`src/rtl/irq_ack_pkg.sv`:
```
package irq_ack_pkg;

    typedef enum logic [1:0] {
        TRIG_LOW_LEVEL  = 2'b00,
        TRIG_HIGH_LEVEL = 2'b01,
        TRIG_RISE_EDGE  = 2'b10,
        TRIG_FALL_EDGE  = 2'b11
    } trig_mode_e;

    typedef struct packed {
        logic req;
        logic en;
    } irq_flags_t;

    typedef struct packed {
        logic set_en;
        logic clr_en;
    } en_cmd_t;

    localparam logic IDLE_LEVEL_DEFAULT = 1'b1;

    function automatic logic is_edge_mode(input trig_mode_e m);
        return (m == TRIG_RISE_EDGE) || (m == TRIG_FALL_EDGE);
    endfunction

    function automatic logic active_level(input trig_mode_e m);
        return (m == TRIG_HIGH_LEVEL) || (m == TRIG_RISE_EDGE);
    endfunction

endpackage

```
`src/rtl/irq_sync.sv`:
```
module irq_sync #(
    parameter int   STAGES   = 2,
    parameter logic RST_LEVEL = 1'b1
) (
    input  logic clk,
    input  logic rst,
    input  logic din,
    output logic dout
);
    localparam int LAST = STAGES - 1;

    logic [LAST:0] chain;

    generate
        for (genvar i = 0; i <= LAST; i++) begin : g_stage
            if (i == 0) begin : g_first
                always_ff @(posedge clk) begin
                    if (rst) chain[0] <= RST_LEVEL;
                    else     chain[0] <= din;
                end
            end else begin : g_next
                always_ff @(posedge clk) begin
                    if (rst) chain[i] <= RST_LEVEL;
                    else     chain[i] <= chain[i-1];
                end
            end
        end
    endgenerate

    assign dout = chain[LAST];
endmodule

```
`src/rtl/irq_detect.sv`:
```
module irq_detect
    import irq_ack_pkg::*;
#(
    parameter logic RST_LEVEL = 1'b1
) (
    input  logic       clk,
    input  logic       rst,
    input  logic       synced,
    input  trig_mode_e mode,
    output logic       hit
);
    logic prev_q;
    logic want;
    logic level_hit;
    logic edge_hit;

    always_ff @(posedge clk) begin
        if (rst) prev_q <= RST_LEVEL;
        else     prev_q <= synced;
    end

    always_comb begin
        want      = active_level(mode);
        level_hit = (synced == want);
        edge_hit  = (synced == want) && (prev_q != want);
        hit       = is_edge_mode(mode) ? edge_hit : level_hit;
    end
endmodule

```
`src/rtl/irq_flags.sv`:
```
module irq_flags
    import irq_ack_pkg::*;
(
    input  logic       clk,
    input  logic       rst,
    input  logic       hit,
    input  logic       take,
    input  en_cmd_t    cmd,
    output irq_flags_t flags
);
    irq_flags_t flags_q;
    irq_flags_t flags_d;

    always_comb begin
        flags_d = flags_q;
        // request flag: a new detection outranks the clearing acknowledge
        if (hit)       flags_d.req = 1'b1;
        else if (take) flags_d.req = 1'b0;
        // enable flag: clearing outranks setting
        if (cmd.clr_en || take) flags_d.en = 1'b0;
        else if (cmd.set_en)    flags_d.en = 1'b1;
    end

    always_ff @(posedge clk) begin
        if (rst) flags_q <= '0;
        else     flags_q <= flags_d;
    end

    assign flags = flags_q;
endmodule

```
`src/rtl/irq_ack_unit.sv`:
```
module irq_ack_unit
    import irq_ack_pkg::*;
#(
    parameter int   SYNC_STAGES = 2,
    parameter logic IDLE_LEVEL  = IDLE_LEVEL_DEFAULT
) (
    input  logic       clk,
    input  logic       rst,
    input  logic       irq_raw,
    input  logic [1:0] trig_mode,
    input  logic       instr_done,
    input  logic       ei_pulse,
    input  logic       di_pulse,
    input  logic       reti_pulse,
    output logic       irq_to_seq,
    output logic       irq_ack,
    output logic       pending,
    output logic       enabled
);
    logic       synced;
    logic       hit;
    logic       gated;
    logic       take;
    logic       ack_q;
    trig_mode_e mode;
    en_cmd_t    cmd;
    irq_flags_t flags;

    assign mode = trig_mode_e'(trig_mode);

    irq_sync #(
        .STAGES   (SYNC_STAGES),
        .RST_LEVEL(IDLE_LEVEL)
    ) u_sync (
        .clk (clk),
        .rst (rst),
        .din (irq_raw),
        .dout(synced)
    );

    irq_detect #(
        .RST_LEVEL(IDLE_LEVEL)
    ) u_detect (
        .clk   (clk),
        .rst   (rst),
        .synced(synced),
        .mode  (mode),
        .hit   (hit)
    );

    always_comb begin
        cmd.set_en = ei_pulse || reti_pulse;
        cmd.clr_en = di_pulse;
    end

    assign gated = flags.req && flags.en;
    assign take  = gated && instr_done;

    irq_flags u_flags (
        .clk  (clk),
        .rst  (rst),
        .hit  (hit),
        .take (take),
        .cmd  (cmd),
        .flags(flags)
    );

    always_ff @(posedge clk) begin
        if (rst) ack_q <= 1'b0;
        else     ack_q <= take;
    end

    assign irq_to_seq = gated;
    assign irq_ack    = ack_q;
    assign pending    = flags.req;
    assign enabled    = flags.en;
endmodule

```
`config.mk`:
```
export PLATFORM = sky130hd
export DESIGN_NAME = irq_ack_unit
export DESIGN_NICKNAME = d
export VERILOG_FILES = /design/src/rtl/irq_ack_pkg.sv /design/src/rtl/irq_sync.sv /design/src/rtl/irq_detect.sv /design/src/rtl/irq_flags.sv /design/src/rtl/irq_ack_unit.sv
export SDC_FILE = /design/constraint.sdc
export NUM_CORES = 1
export LEC_CHECK = 0
export BUFFER_PORTS_ARGS = -buffer_cell sky130_fd_sc_hd__buf_2
export CELL_PAD_IN_SITES_DETAIL_PLACEMENT = 1
export CELL_PAD_IN_SITES_GLOBAL_PLACEMENT = 2
export CORE_AREA = 3 3 40 42
export DETAILED_ROUTE_END_ITERATION = 8
export DIE_AREA = 0 0 43 45
export PLACE_DENSITY_LB_ADDON = 0.1
export SETUP_SLACK_MARGIN = 0.02
export SYNTH_ARGS = -nofsm -noshare
export SYNTH_HDL_FRONTEND = slang
export SYNTH_HIERARCHICAL = 1
export SYNTH_SLANG_ARGS = --single-unit
```
`constraint.sdc`:
```
create_clock -name clk -period 2.7 [get_ports clk]
set_clock_uncertainty 0.05 [all_clocks]
set_input_delay 0.54 -clock clk [delete_from_list [all_inputs] [get_ports clk]]
set_output_delay 0.54 -clock clk [all_outputs]
set_load 0.1 [all_outputs]
```
**After elaboration in Yosys (flattened, before gate mapping)**

Cells that the tools add are included.

- Muxes and demuxes: 3
- Reduce and logical (&&, ||, !) cells: 9
- Equal/unequal tests: 5

Operator list:

| cell | count |
|---|---|
| 2-bit equality test (second input constant) | 2 |
| 1-bit logical OR | 4 |
| 1-bit logical AND | 3 |
| 1-bit two-way mux | 3 |
| 2-bit by 1-bit equality test with 1-bit output (second input constant) | 1 |
| 2-bit nonzero test | 1 |
| 2-bit OR reduction | 1 |
| 1-bit equality test | 1 |
| 1-bit inequality test | 1 |

- Flip-flop bits (word level): 6
- Bits of input ports: 9
- Logic and storage cells: 23
- Output and inout port bits: 4

**Logic depth before layout (Yosys ltp)**

Gate-level depths: netlist (run 1).

- Depth in word-level cells: 6
- Gate-level depth with buffers: 6
- Depth with buffers taken out: 6

**Cells and area by module**

Netlist (run 1), hierarchy kept.

By module, submodules not included:

| module | area an instance (µm²) | cells each | instances | sequential area each (µm²) |
|---|---|---|---|---|
| irq_detect | 83.8 | 9 | 1 | 20.0 |
| irq_flags | 75.1 | 7 | 1 | 40.0 |
| irq_sync | 52.6 | 4 | 1 | 40.0 |
| irq_ack_unit | 48.8 | 5 | 1 | 20.0 |

**Worst setup path after synthesis (run 1)**

OpenSTA, ideal clock, no wires.

- Path type: reg2out
- From: register u_flags.flags_q (netlist bit u_flags/flags[0])
- To: output irq_to_seq
- Slack: 275 ps
- Stages on the path, launching flop included: 2
- Data arrival time: 1835 ps
- Path through: dfxtp_1 > and2_1

- Longest elaborated chain between the ends: 1

RTL lines:

| what | line | RTL |
|---|---|---|
| start: declaration | irq_flags.sv:11 | `irq_flags_t flags_q;` |
| start signal: assignment | irq_flags.sv:26 | `else flags_q <= flags_d;` |
| 1-bit logical AND | irq_ack_unit.sv:56 | `assign gated = flags.req && flags.en;` |
| end: declaration | irq_ack_unit.sv:15 | `output logic irq_to_seq,` |

No other way between the ends.

**Worst setup path after layout (run 1)**

Same ends and word-level chain as after synthesis.

==> impl_metrics.toml, run 1 <==
[sta]
max_slew_margin_pct = 67.86
timing.final.max_slew_violations = 0
rsz0062_at_grt = "no"
post-route-min-period_ps = 1763
setup-tns-final_ps = 0
period_share_pct = 65.31
setup-violations-final = 0
final_hold_viol_count = 0
worst_slew_pin_slew_ps = 485.4
fmax_mhz = 567.1

[worst_hold_path]
worstHoldStart = "u_sync/chain[0]"
hp-class = "reg -> reg"
holdPathEnd = "u_sync/dout"
whs_path_depth = 1

[die]
die_h_microns = 45
num_rows = 13
initial_core_util_pct = 20.25
coreArea_sq_mm = 0.001285
ios = 13
die_x_microns = 43
die_area_sq_mm = 0.001935

[clocking]
cts_resized = 0
clkTransAtPathRegs_ps = 50
postCtsSetupRepairBufs = 0
cts_sinks = 6
htree_levels = 1
clk_path_buf_depth = 2
clkLatencyLatePin_ps = 230
cts_tree = "done"
clock-root-buffer = "clkbuf_4"
cts_buffers = 3
hold_buffers = 0

[setup_path]
critPathRequiredTime_ps = 2110
critPathLaunchType = "register"
r2r_cells = 3
rr_startpoint = "u_flags/flags[0]"
max_stage_delay_ps = 420
crit_arrival_ps = 1170
worstReg2RegEnd = "u_flags/flags[1]"
cp_cell_sequence = "and2_1, buf_2"
critical_path.slowest_cell = "buf_2"
worstPathMaxFanout = 5
r2r_slack_ps = 1770
end_kind = "primary output"
worstSetupPathType = "reg -> out"

[global_routing]
grtUsageTotal_pct = 6.422
grt_pass1_vias = 214
grt_max_degree = 7
grt_use_met2_pct = 8.084
grt_util_met3_pct = 3.984
grt_overflow = 0
grt_pass1_wl_microns = 876
top_usage_layer = "met2"
antenna_found_initial = 0
use_met1_pct = 7.506

[run]
drv_cap = 0

[power_and_ir_drop]
p_seq_share_pct = 42.6
leakage_uw = 0.0001794
combPwrFrac_pct = 22.0
pwr-share-clk_pct = 35.4
peakVddDrop_mv = 0.1682
swShare_pct = 30.54
p_per_area_mw_per_mm2 = 630.6
p_int_uw = 158.4
power.switching_uw = 69.63

[cells_and_area]
drive_gt1_share_pct = 42.50
num_antenna_cells = 0
nFillCells = 159
nets = 53
areaGrowthSynthToFinish_pct = 38.94
design_area_sq_um = 361.6

[routing]
vias_per_cell = 4.145
dr.pass1.iters = 1
vias = 228
drcViolationCount = 0
antenna_left = 0
drt-wirelength-per-cell_microns = 9.018
routed_wl_microns = 496
drt_iter0_drc = 0

[logic_synthesis]
syn-cell-area_sq_um = 260.3
yosysUniqueCellTypes = 13
syn_inst = 25
syn-num-nets = 36
synth-warning-count = 6
yosys_register_bits = 6
ys_seq_area_share_pct = 46.15
syn_area_per_cell_sq_um = 10.41

[place]
placed_area_sq_um = 339.1
dpl.hpwl_microns = 414.1
place_congestion = 0.5578
place.port_buffers = 12

[run_status]
status = "finished, final reports clean"
worst max-delay path: cells and delay by family, from the launching register on:
kind	cells	cell delay, ps
buffers and inverters	1	420
DFF	1	370
and+or+nand+nor	1	140
cell type report:
cell class	instances	area, sq um	area share (%)
flip-flops and latches	6	120.1	33.22
clock buffers	3	22.52	6.228
multi-input cells	17	132.6	36.68
repair buffers	12	60.06	16.61
inverters	2	7.507	2.076
well taps	15	18.77	5.190
power groups by stage:
stage / clock, uW / combinational (uW) / sequential [uW]
floorplan: 0 / 17.3 / 119
global placement: 0 / 50.2 / 98.3
detailed placement: 0 / 51.0 / 98.8
CTS: 84.9 / 51.2 / 97.1
global route: 90.0 / 55.0 / 97.6
finish: 80.7 / 50.2 / 97.0
synthesized netlist by cell type:
library cell / instances / area, sq um
a21oi_1: 1 / 5.000
and4b_1: 1 / 10.01
ha_1: 2 / 25.02
inv_1: 2 / 7.510
xnor2_1: 2 / 17.52
nor4_2: 1 / 12.51
and2_1: 1 / 6.260
nor2_1: 1 / 3.750
nand2b_1: 1 / 6.260
and3_1: 1 / 6.260
or2_1: 5 / 31.28
a21oi_2: 1 / 8.760
dfxtp_1: 6 / 120.1
sequential cells by signal, indices dropped and copies added (netlist names):
signal	count
u_detect/prev_q	1
u_sync/chain	1
u_sync/dout	1
irq_ack	1
u_flags/flags	2
worst max-delay path by stage:
stage	from	to	cells after the start
final	u_flags/flags[0]	irq_to_seq	2
after global routing	u_flags/flags[0]	irq_to_seq	2
after CTS	u_flags/flags[0]	irq_to_seq	2
after detailed placement	u_flags/flags[0]	irq_to_seq	2
after global placement	trig_mode[0]	u_flags/flags[1]	7
after floorplan	u_flags/flags[0]	irq_to_seq	1
layer usage:
metal / wire length, microns / share of wire, % / vias to the layer above
met5: 0 / 0 / -
met4: 0 / 0 / 0
met3: 56 / 11 / 0
met2: 241 / 49 / 9
met1: 198 / 40 / 108
li1: - / - / 111
kinds of logic (layout without fill, tap and decap cells):
family,count (synthesis),in the layout,share of synthesized area (%)
and+or+nand+nor,11,11,29.33
DFF,6,6,46.16
adders and majority gates,2,2,9.614
AOI/OAI and AO/OA,2,2,5.287
xor gates and xnor gates,2,2,6.732
buffers and inverters,2,17,2.886
layout by cell type (no fill, tap or decap):
cell	count
a21oi_1	1
a21oi_2	1
and2_1	1
and3_1	1
and4b_1	1
buf_2	12
clkbuf_4	3
dfxtp_1	6
ha_1	2
inv_1	2
nand2b_1	1
nor2_1	1
nor4_2	1
or2_1	5
xnor2_1	2
per-stage QoR:
| stage | instances | worst slack (ps) | hold slack (ps) | util (%) | total power [uW] |
|---|---|---|---|---|---|
| finish | 55 | 936.6 | 354.0 | 28.14 | 228.0 |
| global route | 55 | 883.6 | 390.5 | 28.14 | 242.5 |
| CTS | 55 | 915.2 | 355.2 | 28.14 | 233.3 |
| detailed placement | 52 | 1179 | 344.3 | 26.39 | 149.8 |
| global placement | 52 | 1217 | 337.5 | 26.39 | 148.4 |
| floorplan | 25 | 275.0 | 333.2 | - | 136.5 |
Note: power is estimated with default switching activity, not from simulation.
==> run 2, diff against run 1 <==
--- a/config.mk
+++ b/config.mk
@@ -8,9 +8,9 @@
 export BUFFER_PORTS_ARGS = -buffer_cell sky130_fd_sc_hd__buf_2
 export CELL_PAD_IN_SITES_DETAIL_PLACEMENT = 1
 export CELL_PAD_IN_SITES_GLOBAL_PLACEMENT = 2
-export CORE_AREA = 3 3 40 42
+export CORE_MARGIN = 3
+export CORE_UTILIZATION = 20
 export DETAILED_ROUTE_END_ITERATION = 8
-export DIE_AREA = 0 0 43 45
 export PLACE_DENSITY_LB_ADDON = 0.1
 export SETUP_SLACK_MARGIN = 0.02
 export SYNTH_ARGS = -nofsm -noshare
==> constraint.sdc (replaced) <==
create_clock -name clk -period 1.5 [get_ports clk]
set_clock_uncertainty 0.05 [all_clocks]
set_input_delay 0.3 -clock clk [delete_from_list [all_inputs] [get_ports clk]]
set_output_delay 0.3 -clock clk [all_outputs]
set_load 0.1 [all_outputs]
==> impl_metrics.toml, run 2 (same netlist as run 1, synthesis figures left out) <==
[routing]
wl_met1_microns = 204
antenna_left = 0
drt_iter0_drc = 0
drt-wirelength-per-cell_microns = 9.778
dr.pass1.iters = 1
vias = 220
met2_length_microns = 265
top_layer = "met3"
drcViolationCount = 0
routed_wl_microns = 528
met3WireLength_microns = 58
vias_per_cell = 4.074

[global_routing]
grt_pass1_vias = 213
grt_max_degree = 7
grtUsageTotal_pct = 7.118
antenna_found_initial = 0
grt_overflow = 0
grt_pass1_wl_microns = 903

[die]
num_rows = 12
die_area_sq_mm = 0.001770
ios = 13
die_x_microns = 42.07
initial_core_util_pct = 22.51
coreArea_sq_mm = 0.001156
die_h_microns = 42.07

[clocking]
cts_sinks = 6
cts_tree = "done"
hold_buffers = 0
clock-root-buffer = "clkbuf_4"
clkLatencyLatePin_ps = 240
clkTransAtPathRegs_ps = 40
clk_path_buf_depth = 2
postCtsSetupRepairBufs = 0
cts_buffers = 3
htree_levels = 1
cts_resized = 0

[power_and_ir_drop]
leakage_uw = 0.0001843
power_uw = 417.0
peakVddDrop_mv = 0.6103
p_per_area_mw_per_mm2 = 1096

[sta]
period_share_pct = 90.91
setup-tns-final_ps = 0
worst_slew_pin_slew_ps = 495.0
setup-violations-final = 0
timing.final.max_slew_violations = 0
fmax_mhz = 733.3
post-route-min-period_ps = 1364
max_slew_margin_pct = 67.23
rsz0062_at_grt = "no"
hold_ws_ps = 172.1
final_hold_viol_count = 0

[cells_and_area]
utilization_pct = 32.90
final_cell_mix = "buf_2, or2_1, dfxtp_1"
design_area_sq_um = 380.4
nets = 53
areaGrowthSynthToFinish_pct = 46.15
largest_reg_flops = 2
num_antenna_cells = 0
drive_gt1_share_pct = 50.00
nFillCells = 142
ff_latch_area_sq_um = 122.6
final_common_cell = "buf_2"
multi_input_area_sq_um = 135.1

[run_status]
status = "finished, final reports clean"

[setup_path]
cp_cell_sequence = "buf_2"
r2r_cells = 3
critPathBufInv = 1
worstPathMaxFanout = 5
rr_startpoint = "u_flags/flags[1]"
r2r_slack_ps = 560
max_stage_delay_ps = 430
critPathRequiredTime_ps = 1150
path_delay_family = "buffers and inverters"
worstReg2RegEnd = "u_flags/flags[1]"
crit_arrival_ps = 1010
critPathLaunchType = "register"
end_kind = "primary output"
critical_path.slowest_cell = "buf_2"
worstSetupPathType = "reg -> out"
crit_cells = 1

[worst_hold_path]
holdPathEnd = "u_flags/flags[0]"
worstHoldStart = "di_pulse"
hp-class = "in -> reg"
whs_path_depth = 2

[place]
place.port_buffers = 12
placed_area_sq_um = 357.8
place_congestion = 0.6092

[run]
drv_cap = 0
[run 2: per-stage QoR]
stage | setup slack (ps) | instances
4_1_cts | 117.6 | 54
3_3_place_gp | 262.6 | 51
3_5_place_dp | 228.7 | 51
2_1_floorplan | 52.88 | 25
5_1_grt | 82.39 | 54
6_report | 136.4 | 54
[run 2: per-layer routing]
| metal | vias up | track usage [%] |
|---|---|---|
| li1 | 112 | - |
| met1 | 99 | 7.692 |
| met2 | 9 | 9.259 |
| met3 | 0 | 7.725 |
| met4 | 0 | 1.863 |
| met5 | - | 0 |
[run 2: worst max path at each step]
stage	startpoint	to	slack, ps
after floorplan	u_flags/flags[0]	irq_to_seq	50
after global routing	u_flags/flags[1]	pending	80
final	u_flags/flags[1]	pending	140
after detailed placement	trig_mode[0]	u_flags/flags[1]	230
after CTS	u_flags/flags[0]	enabled	120
after global placement	trig_mode[0]	u_flags/flags[1]	260
[run 2: report_power, final]
part           total, uW  switching [uW]  internal (uW)
Clock                145            54.8           90.3
Combinational       95.7            65.5           30.3
Sequential           176            6.45            170
Total                417             127            290
[run 2: final cells by class]
class | instances | area share, %
inverters | 2 | 1.974
flip-flops and latches | 6 | 32.24
repair buffers | 12 | 19.74
multi-input cells | 17 | 35.53
clock buffers | 3 | 5.921
well taps | 14 | 4.605
